## config.mk

```make
export PLATFORM = sky130hd
export DESIGN_NAME = rmc_cell
export DESIGN_NICKNAME = d
export VERILOG_FILES = /design/src/rtl/rmc_pkg.sv /design/src/rtl/rmc_lane.sv /design/src/rtl/rmc_hs_reg.sv /design/src/rtl/rmc_cell.sv
export SDC_FILE = /design/constraint.sdc
export NUM_CORES = 1
export LEC_CHECK = 0
export ABC_AREA = 0
export BUFFER_PORTS_ARGS = -buffer_cell sky130_fd_sc_hd__buf_2
export CAP_MARGIN = 20
export CORE_MARGIN = 5
export CORE_UTILIZATION = 40
export DETAILED_ROUTE_END_ITERATION = 8
export GPL_ROUTABILITY_DRIVEN = 0
export PLACE_DENSITY_LB_ADDON = 0.1
export SYNTH_ARGS = -nofsm -noshare
export SYNTH_HDL_FRONTEND = slang
export SYNTH_SLANG_ARGS = --single-unit
```

## constraint.sdc

```tcl
create_clock -name clk -period 2 [get_ports clk]
set_input_delay 0.4 -clock clk [delete_from_list [all_inputs] [get_ports clk]]
set_output_delay 0.4 -clock clk [all_outputs]
set_load 0.05 [all_outputs]
```

## src/rtl/rmc_pkg.sv

```systemverilog
package rmc_pkg;
  typedef logic [1:0] dr_t;

  localparam dr_t DR_NULL = 2'b00;
  localparam dr_t DR_ZERO = 2'b01;
  localparam dr_t DR_ONE  = 2'b10;
  localparam dr_t DR_BAD  = 2'b11;

  function automatic logic dr_is_data(dr_t x);
    return (x == DR_ZERO) || (x == DR_ONE);
  endfunction

  // product waits for both operands; anything not data yields spacer
  function automatic dr_t dr_and(dr_t x, dr_t y);
    if (!dr_is_data(x) || !dr_is_data(y)) return DR_NULL;
    return ((x == DR_ONE) && (y == DR_ONE)) ? DR_ONE : DR_ZERO;
  endfunction

  function automatic dr_t dr_xor(dr_t x, dr_t y);
    if (!dr_is_data(x) || !dr_is_data(y)) return DR_NULL;
    return (x != y) ? DR_ONE : DR_ZERO;
  endfunction

  typedef enum logic [1:0] {HS_EMPTY, HS_FULL, HS_DRAIN} hs_state_t;
endpackage

```

## src/rtl/rmc_lane.sv

```systemverilog
module rmc_lane
  import rmc_pkg::*;
(
  input  dr_t  a,
  input  dr_t  b,
  input  dr_t  c,
  input  logic sel_and,
  input  logic sel_xor,
  output dr_t  y,
  output logic y_ok,
  output logic bad,
  output logic idle
);
  dr_t prod;
  dr_t sum;

  always_comb begin
    prod = dr_and(b, c);
    sum  = dr_xor(a, prod);
    if (sel_xor)      y = sum;
    else if (sel_and) y = prod;
    else              y = DR_NULL;
    y_ok = dr_is_data(y);
    bad  = (a == DR_BAD) || (b == DR_BAD) || (c == DR_BAD);
    idle = (a == DR_NULL) && (b == DR_NULL) && (c == DR_NULL);
  end
endmodule

```

## src/rtl/rmc_hs_reg.sv

```systemverilog
module rmc_hs_reg
  import rmc_pkg::*;
#(
  parameter int W = 4,
  localparam int DW = 2 * W
) (
  input  logic          clk,
  input  logic          rst_n,
  input  logic          req,
  input  logic [DW-1:0] d,
  input  logic          d_ok,
  input  logic          in_idle,
  output logic [DW-1:0] q,
  output logic          ack
);
  hs_state_t st;

  always_ff @(posedge clk) begin
    if (!rst_n) begin
      st  <= HS_EMPTY;
      q   <= '0;
      ack <= 1'b0;
    end else begin
      unique case (st)
        HS_EMPTY: if (d_ok) begin
          q   <= d;
          ack <= 1'b1;
          st  <= HS_FULL;
        end
        HS_FULL: if (in_idle && !req) begin
          q  <= '0;
          st <= HS_DRAIN;
        end
        HS_DRAIN: begin
          ack <= 1'b0;
          st  <= HS_EMPTY;
        end
        default: st <= HS_EMPTY;
      endcase
    end
  end
endmodule

```

## src/rtl/rmc_cell.sv

```systemverilog
module rmc_cell
  import rmc_pkg::*;
#(
  parameter int W = 4,
  localparam int DW = 2 * W
) (
  input  logic          clk,
  input  logic          rst_n,
  input  logic          cfg_xor,
  input  logic          req,
  input  logic [DW-1:0] a_dr,
  input  logic [DW-1:0] b_dr,
  input  logic [DW-1:0] c_dr,
  output logic [DW-1:0] z_dr,
  output logic          ack,
  output logic          err
);
  logic          sel_and, sel_xor;
  logic [DW-1:0] y_word;
  logic [W-1:0]  ok_v, bad_v, idle_v;

  assign sel_xor = req & cfg_xor;
  assign sel_and = req & ~cfg_xor;

  for (genvar i = 0; i < W; i++) begin : g_lane
    dr_t y_l;
    rmc_lane u_lane (
      .a(a_dr[2*i +: 2]), .b(b_dr[2*i +: 2]), .c(c_dr[2*i +: 2]),
      .sel_and(sel_and), .sel_xor(sel_xor),
      .y(y_l), .y_ok(ok_v[i]), .bad(bad_v[i]), .idle(idle_v[i])
    );
    assign y_word[2*i +: 2] = y_l;
  end

  rmc_hs_reg #(.W(W)) u_reg (
    .clk(clk), .rst_n(rst_n), .req(req),
    .d(y_word), .d_ok(&ok_v), .in_idle(&idle_v),
    .q(z_dr), .ack(ack)
  );

  always_ff @(posedge clk) begin
    if (!rst_n)      err <= 1'b0;
    else if (|bad_v) err <= 1'b1;
  end
endmodule

```

=== Word level (Yosys, flattened, before mapping) ===
Index checks and enable logic that the tools add are counted.

* Eq/ne operators: 60
* Muxes and demuxes: 48
* Bitwise logic cells: 3
* Reduce and logical (&&, ||, !) cells: 87

{| class="wikitable"
|+ Operators by type and width
! kind !! count
|-
| 2-bit 2-to-1 mux || 34
|-
| 2-bit equality test (second input constant) || 33
|-
| 2-bit by 1-bit equality test with 1-bit output (second input constant) || 21
|-
| 1-bit logical OR || 36
|-
| 2-bit zero test || 13
|-
| 1-bit zero test || 17
|-
| 8-bit 2-to-1 mux || 2
|-
| 8-bit case mux with 2 select lines || 1
|-
| 1-bit logical AND || 13
|-
| 1-bit 2-to-1 mux || 9
|-
| 2-bit inequality test || 4
|-
| 4-bit AND reduction || 2
|-
| 2-bit by 1-bit inequality test with 1-bit output (second input constant) || 2
|-
| 2-bit case mux with 2 select lines || 1
|-
| 2-bit AND reduction || 2
|-
| 2-bit nonzero test || 2
|-
| 4-bit OR reduction || 1
|-
| 3-bit AND reduction || 1
|-
| 1-bit AND || 2
|-
| 1-bit case mux with 2 select lines || 1
|-
| 1-bit inverter || 1
|}

* Register bits after elaboration: 12
* Input port bits: 28

=== Longest topological paths before layout ===
* Depth after elaboration: 18
* Mapped depth: 6

=== Modules after synthesis ===
Synthesis repeated with hierarchy kept, for this count alone.

* Cells, all modules: 151
* Area total of the unflattened synthesis: 1383.8 um^2

{| class="wikitable"
|+ Modules (own cells, without submodules)
! module !! times used !! cells an instance !! area each (um^2)
|-
| rmc_lane || 4 || 28 || 226.5
|-
| rmc_hs_reg || 1 || 32 || 412.9
|-
| rmc_cell || 1 || 7 || 65.1
|}

=== Worst setup path before layout ===
OpenSTA, ideal clock, no wires.

* Kind: input port to flip-flop
* Start point: in c_dr[4]
* End point: reg u_reg.q[2]
* Setup time: 0.146 ns
* Arrival time: 1.536 ns
* Data required time: 1.854 ns
* Setup slack: 0.319 ns
* Stages: 6
* Buffers on the path: 0
* Cells stage by stage: inv_1 -> ha_1 -> nand4_1 -> nor3_4 -> o2bb2ai_1 -> o32ai_1

* Word-level cells in the longest chain between the ends: 18

{| class="wikitable"
|+ Ends and longest elaborated chain
! item !! RTL line !! RTL
|-
| from (decl) || rmc_cell.sv:13 || <nowiki>input logic [DW-1:0] c_dr,</nowiki>
|-
| 2-bit by 1-bit equality test with 1-bit output or 2-bit equality test (tied branches) || rmc_pkg.sv:10, rmc_pkg.sv:16 ||
|-
| 1-bit logical OR || rmc_pkg.sv:10 || <nowiki>return (x == DR_ZERO) || (x == DR_ONE);</nowiki>
|-
| 1-bit zero test || rmc_pkg.sv:15 || <nowiki>if (!dr_is_data(x) || !dr_is_data(y)) return DR_NULL;</nowiki>
|-
| 1-bit logical OR || rmc_pkg.sv:15 ||
|-
| 1-bit 2-to-1 mux || rmc_pkg.sv:15 ||
|-
| 2-bit 2-to-1 mux || rmc_pkg.sv:16 || <nowiki>return ((x == DR_ONE) && (y == DR_ONE)) ? DR_ONE : DR_ZERO;</nowiki>
|-
| 2-bit by 1-bit equality test with 1-bit output or 2-bit equality test (tied branches) || rmc_pkg.sv:10 ||
|-
| 1-bit logical OR || rmc_pkg.sv:10 ||
|-
| (+2 left out) || n/a ||
|-
| 1-bit 2-to-1 mux || rmc_pkg.sv:20 || <nowiki>if (!dr_is_data(x) || !dr_is_data(y)) return DR_NULL;</nowiki>
|-
| 2-bit 2-to-1 mux || rmc_pkg.sv:21 || <nowiki>return (x != y) ? DR_ONE : DR_ZERO;</nowiki>
|-
| 2-bit 2-to-1 mux || rmc_lane.sv:20 || <nowiki>if (sel_xor) y = sum;</nowiki>
|-
| 2-bit by 1-bit equality test with 1-bit output or 2-bit equality test (tied branches) || rmc_pkg.sv:10 ||
|-
| 1-bit logical OR || rmc_pkg.sv:10 ||
|-
| 4-bit AND reduction || rmc_cell.sv:37 || <nowiki>.d(y_word), .d_ok(&ok_v), .in_idle(&idle_v),</nowiki>
|-
| 2-bit by 1-bit inequality test with 1-bit output (no line) || n/a ||
|-
| 3-bit AND reduction (no line) (*) || n/a ||
|-
| to (signal assigned) || rmc_hs_reg.sv:21 || <nowiki>q <= '0;</nowiki>
|-
| to (signal assigned) || rmc_hs_reg.sv:26 || <nowiki>q <= d;</nowiki>
|-
| to (signal assigned) || rmc_hs_reg.sv:31 || <nowiki>q <= '0;</nowiki>
|-
| to (decl) || rmc_hs_reg.sv:13 || <nowiki>output logic [DW-1:0] q,</nowiki>
|}

Mark *: on every way between the ends. The rest lies on a longest branch, timed or not.
A chain may end at the register's enable or synchronous reset.

=== Worst setup path after layout ===
* Start point: in b_dr[4]
* End point: reg u_reg.q[2]

* Word-level cells in the longest chain between the ends: 18

{| class="wikitable"
|+ Ends and longest elaborated chain
! item !! RTL line !! RTL
|-
| from (decl) || rmc_cell.sv:12 || <nowiki>input logic [DW-1:0] b_dr,</nowiki>
|-
| 2-bit by 1-bit equality test with 1-bit output or 2-bit equality test (tied branches) || rmc_pkg.sv:10, rmc_pkg.sv:16 ||
|-
| 1-bit logical OR || rmc_pkg.sv:10 ||
|-
| 1-bit zero test || rmc_pkg.sv:15 ||
|-
| 1-bit logical OR || rmc_pkg.sv:15 ||
|-
| 1-bit 2-to-1 mux || rmc_pkg.sv:15 ||
|-
| 2-bit 2-to-1 mux || rmc_pkg.sv:16 ||
|-
| 2-bit by 1-bit equality test with 1-bit output or 2-bit equality test (tied branches) || rmc_pkg.sv:10 ||
|-
| 1-bit logical OR || rmc_pkg.sv:10 ||
|-
| (+2 left out) || n/a ||
|-
| 1-bit 2-to-1 mux || rmc_pkg.sv:20 ||
|-
| 2-bit 2-to-1 mux || rmc_pkg.sv:21 ||
|-
| 2-bit 2-to-1 mux || rmc_lane.sv:20 ||
|-
| 2-bit by 1-bit equality test with 1-bit output or 2-bit equality test (tied branches) || rmc_pkg.sv:10 ||
|-
| 1-bit logical OR || rmc_pkg.sv:10 ||
|-
| 4-bit AND reduction || rmc_cell.sv:37 ||
|-
| 2-bit by 1-bit inequality test with 1-bit output (no line) || n/a ||
|-
| 3-bit AND reduction (no line) (*) || n/a ||
|}

Marked as above.

==> flow_summary.ini <==
[min_path]
min_path_type = flip-flop to flip-flop

[worst_setup_path]
slowest_delay_ns = 0.33
startpoint_type = input pin
arrival_ns = 1.84
crit_family = compound AO/OA/AOI/OAI gates
critPathRequiredTime_ns = 2.13
crit_chain = buf_2 > inv_1 > ha_1 > nand4_1 > nor3_4 > o2bb2ai_1 > o32ai_1
cpMaxStageDelayCell = ha_1
end_kind = flip-flop
crit_type = input pin to flip-flop
worst-path-buf-inv = 2
cp_max_fo = 8

[job]
cap_viol_max_count = 0

[drt]
wl_per_cell_microns = 13.85
drc = 0
dr.first_iter.drc_count = 48
drt.antenna.violating_nets = 0
drt_pass1_iterations = 4
vias = 1364
vias_per_cell = 5.349
routed_wl_mm = 3.533

[layout]
drive_gt1_share_pct = 23.44
nFillCells = 360
final_nets = 270
fin_area_sq_um = 1664
layout_common_cells = 37 x buf_2, 32 x ha_1, 27 x inv_1, 19 x nand2_1, 12 x dfxtp_1
regArea_sq_um = 240.2
multi_input_area_sq_um = 1028
area_growth_pct = 20.36
final_common_cell = buf_2
antenna_cells = 0
final_util_pct = 49.87

[timing]
setup_viol = 0
finalClockSkew_ns = 0.001248
rsz0062_at_grt = no
maxSlewHeadroom_pct = 60.74
max_clock_freq_mhz = 584.6
fin_crit_ns = 1.711
period_share_pct = 85.53
hold_viol = 0
max_slew.worst_pin.slew_ns = 0.5889
drv_slew = 0

[synthesis]
synthCells = 169
synthFlopType = dfxtp_1
synth.avg_cell_area_sq_um = 8.181
synth.distinct_cells = 31
synth_nets = 229
synth_edf_count = 0
ys_top_cells_by_area = ha_1 29%, dfxtp_1 17%, inv_1 7.3%
yosysSeqAreaShare_pct = 17.38
synth_top_cell_area_share_pct = 28.96
synthArstFlopShare_pct = 0
syn_area_sq_um = 1383
synth-seq-cells = 12
ys_warn_count = 0
synth_largest_area_cell = ha_1

[cts]
cts_buffers = 3
cts_sinks = 12
cts_tree = yes
clk_path_buf_depth = 2
path_clk_slew_ns = 0.07
cts_hold_buf = 0
ctsResizeCount = 0
post-cts-setup-buffers = 0
clkLatencyLatePin_ns = 0.27
root_buffer = clkbuf_4
htree_num_levels = 1

[floorplan]
start_util_pct = 41.43
die_h_microns = 68.79
pin_count = 38
dieArea_sq_um = 4732
core_sq_um = 3337
num_rows = 21
die_w_microns = 68.79

[grt]
grt_util_met1_pct = 22.05
grt.total_usage_pct = 16.22
gr-total-overflow = 0
use_met2_pct = 28.01
grt_max_degree = 21
grt_pass1_vias = 1344
busiest_layer = met2
antenna_found_initial = 0
grt_util_met3_pct = 1.459
grt_pass1_wl_mm = 5.865

[placed_design]
dp_hpwl_mm = 2.995
dpl_cell_area_sq_um = 1628
portBuffers = 37

[power_and_ir_drop]
p_leak_nw = 0.8468
power.density_nw_per_um2 = 393.0
vdd_drop_max_mv = 0.4148

[outcome]
outcome = complete, no violations
[cell usage after synthesis (2+ instances only)]
| master | number |
|---|---|
| a21oi_1 | 4 |
| and2_1 | 5 |
| a21o_1 | 2 |
| inv_1 | 27 |
| nand2_1 | 19 |
| and4_2 | 2 |
| o21ai_0 | 2 |
| a311oi_1 | 2 |
| clkbuf_1 | 2 |
| a211oi_1 | 2 |
| ha_1 | 32 |
| o32ai_1 | 8 |
| nor3_1 | 5 |
| nand4b_1 | 9 |
| o22ai_1 | 4 |
| dfxtp_1 | 12 |
| nand4_1 | 6 |
| a211o_1 | 4 |
| nor4_1 | 2 |
| a21bo_2 | 2 |
| o2bb2ai_1 | 3 |
| nor2_1 | 5 |
| o211ai_1 | 2 |
[where the power goes]
group | internal, W | switching [W] | leakage (nW)
sequential | 0.000240 | 0.000000688 | 0.0970
combinational | 0.0000922 | 0.000129 | 0.729
clock | 0.000111 | 0.0000811 | 0.0210
[state kept, by name, summed over array words and instances (netlist names)]
| register | flops |
|---|---|
| u_reg.q | 8 |
| u_reg.ack | 1 |
| u_reg.st | 2 |
| err | 1 |
[metrics by stage]
step / setup TNS, ns / setup WS [ns] / hold slack [ns] / cells / total power (W)
after floorplan: 0 / 0.3189 / 0.4610 / 169 / 0.0003826
after global placement: 0 / 0.06555 / 0.4544 / 251 / 0.0004627
after detailed placement: -0.0004052 / -0.0004052 / 0.4597 / 251 / 0.0004675
after CTS: 0 / 0.2847 / 0.4741 / 255 / 0.0006597
after global routing: 0 / 0.1449 / 0.4946 / 255 / 0.0006999
final: 0 / 0.2893 / 0.4689 / 255 / 0.0006539
[area by class of cell]
cell class                      count  area share, %
Clock buffer                        4          2.180
Inverter                           27          6.090
Multi-Input combinational cell    127          61.80
Sequential cell                    12          14.44
Tap cell                           46          3.459
Timing Repair Buffer               39          12.03
[tightest hold or removal path, cell delays in order, from the launching register on]
cell and delay, ns:
dfxtp_1 0.31, nand2_1 0.05, o22ai_1 0.06
[final timing paths]
| check | end | slack (ns) | depth (start not counted) | startpoint |
|---|---|---|---|---|
| setup / recovery | u_reg.q[2] | 0.29 | 7 | b_dr[4] |
| hold / removal | u_reg.q[7] | 0.47 | 2 | u_reg.q[7] |
| setup reg to reg | u_reg.q[2] | 0.48 | 4 | u_reg.st[0] |
| hold reg to reg | u_reg.q[7] | 0.47 | 2 | u_reg.q[7] |
[layer usage]
layer | routed length [microns] | vias to the layer above
li1 | - | 698
met1 | 1657 | 624
met2 | 1632 | 38
met3 | 215 | 4
met4 | 27 | 0
met5 | 0 | -
[kinds of logic (layout without fill, tap and decap cells)]
logic type                 Yosys count  after routing  synth area share [%]
DFF                                 12             12                 17.38
and+or+nand+nor                     58             58                 24.80
buffers and inverters               30             70                 8.235
adders and majority gates           32             32                 28.96
AOI/OAI and AO/OA                   37             37                 20.63
No activity file was read; power rests on OpenSTA's default activity.
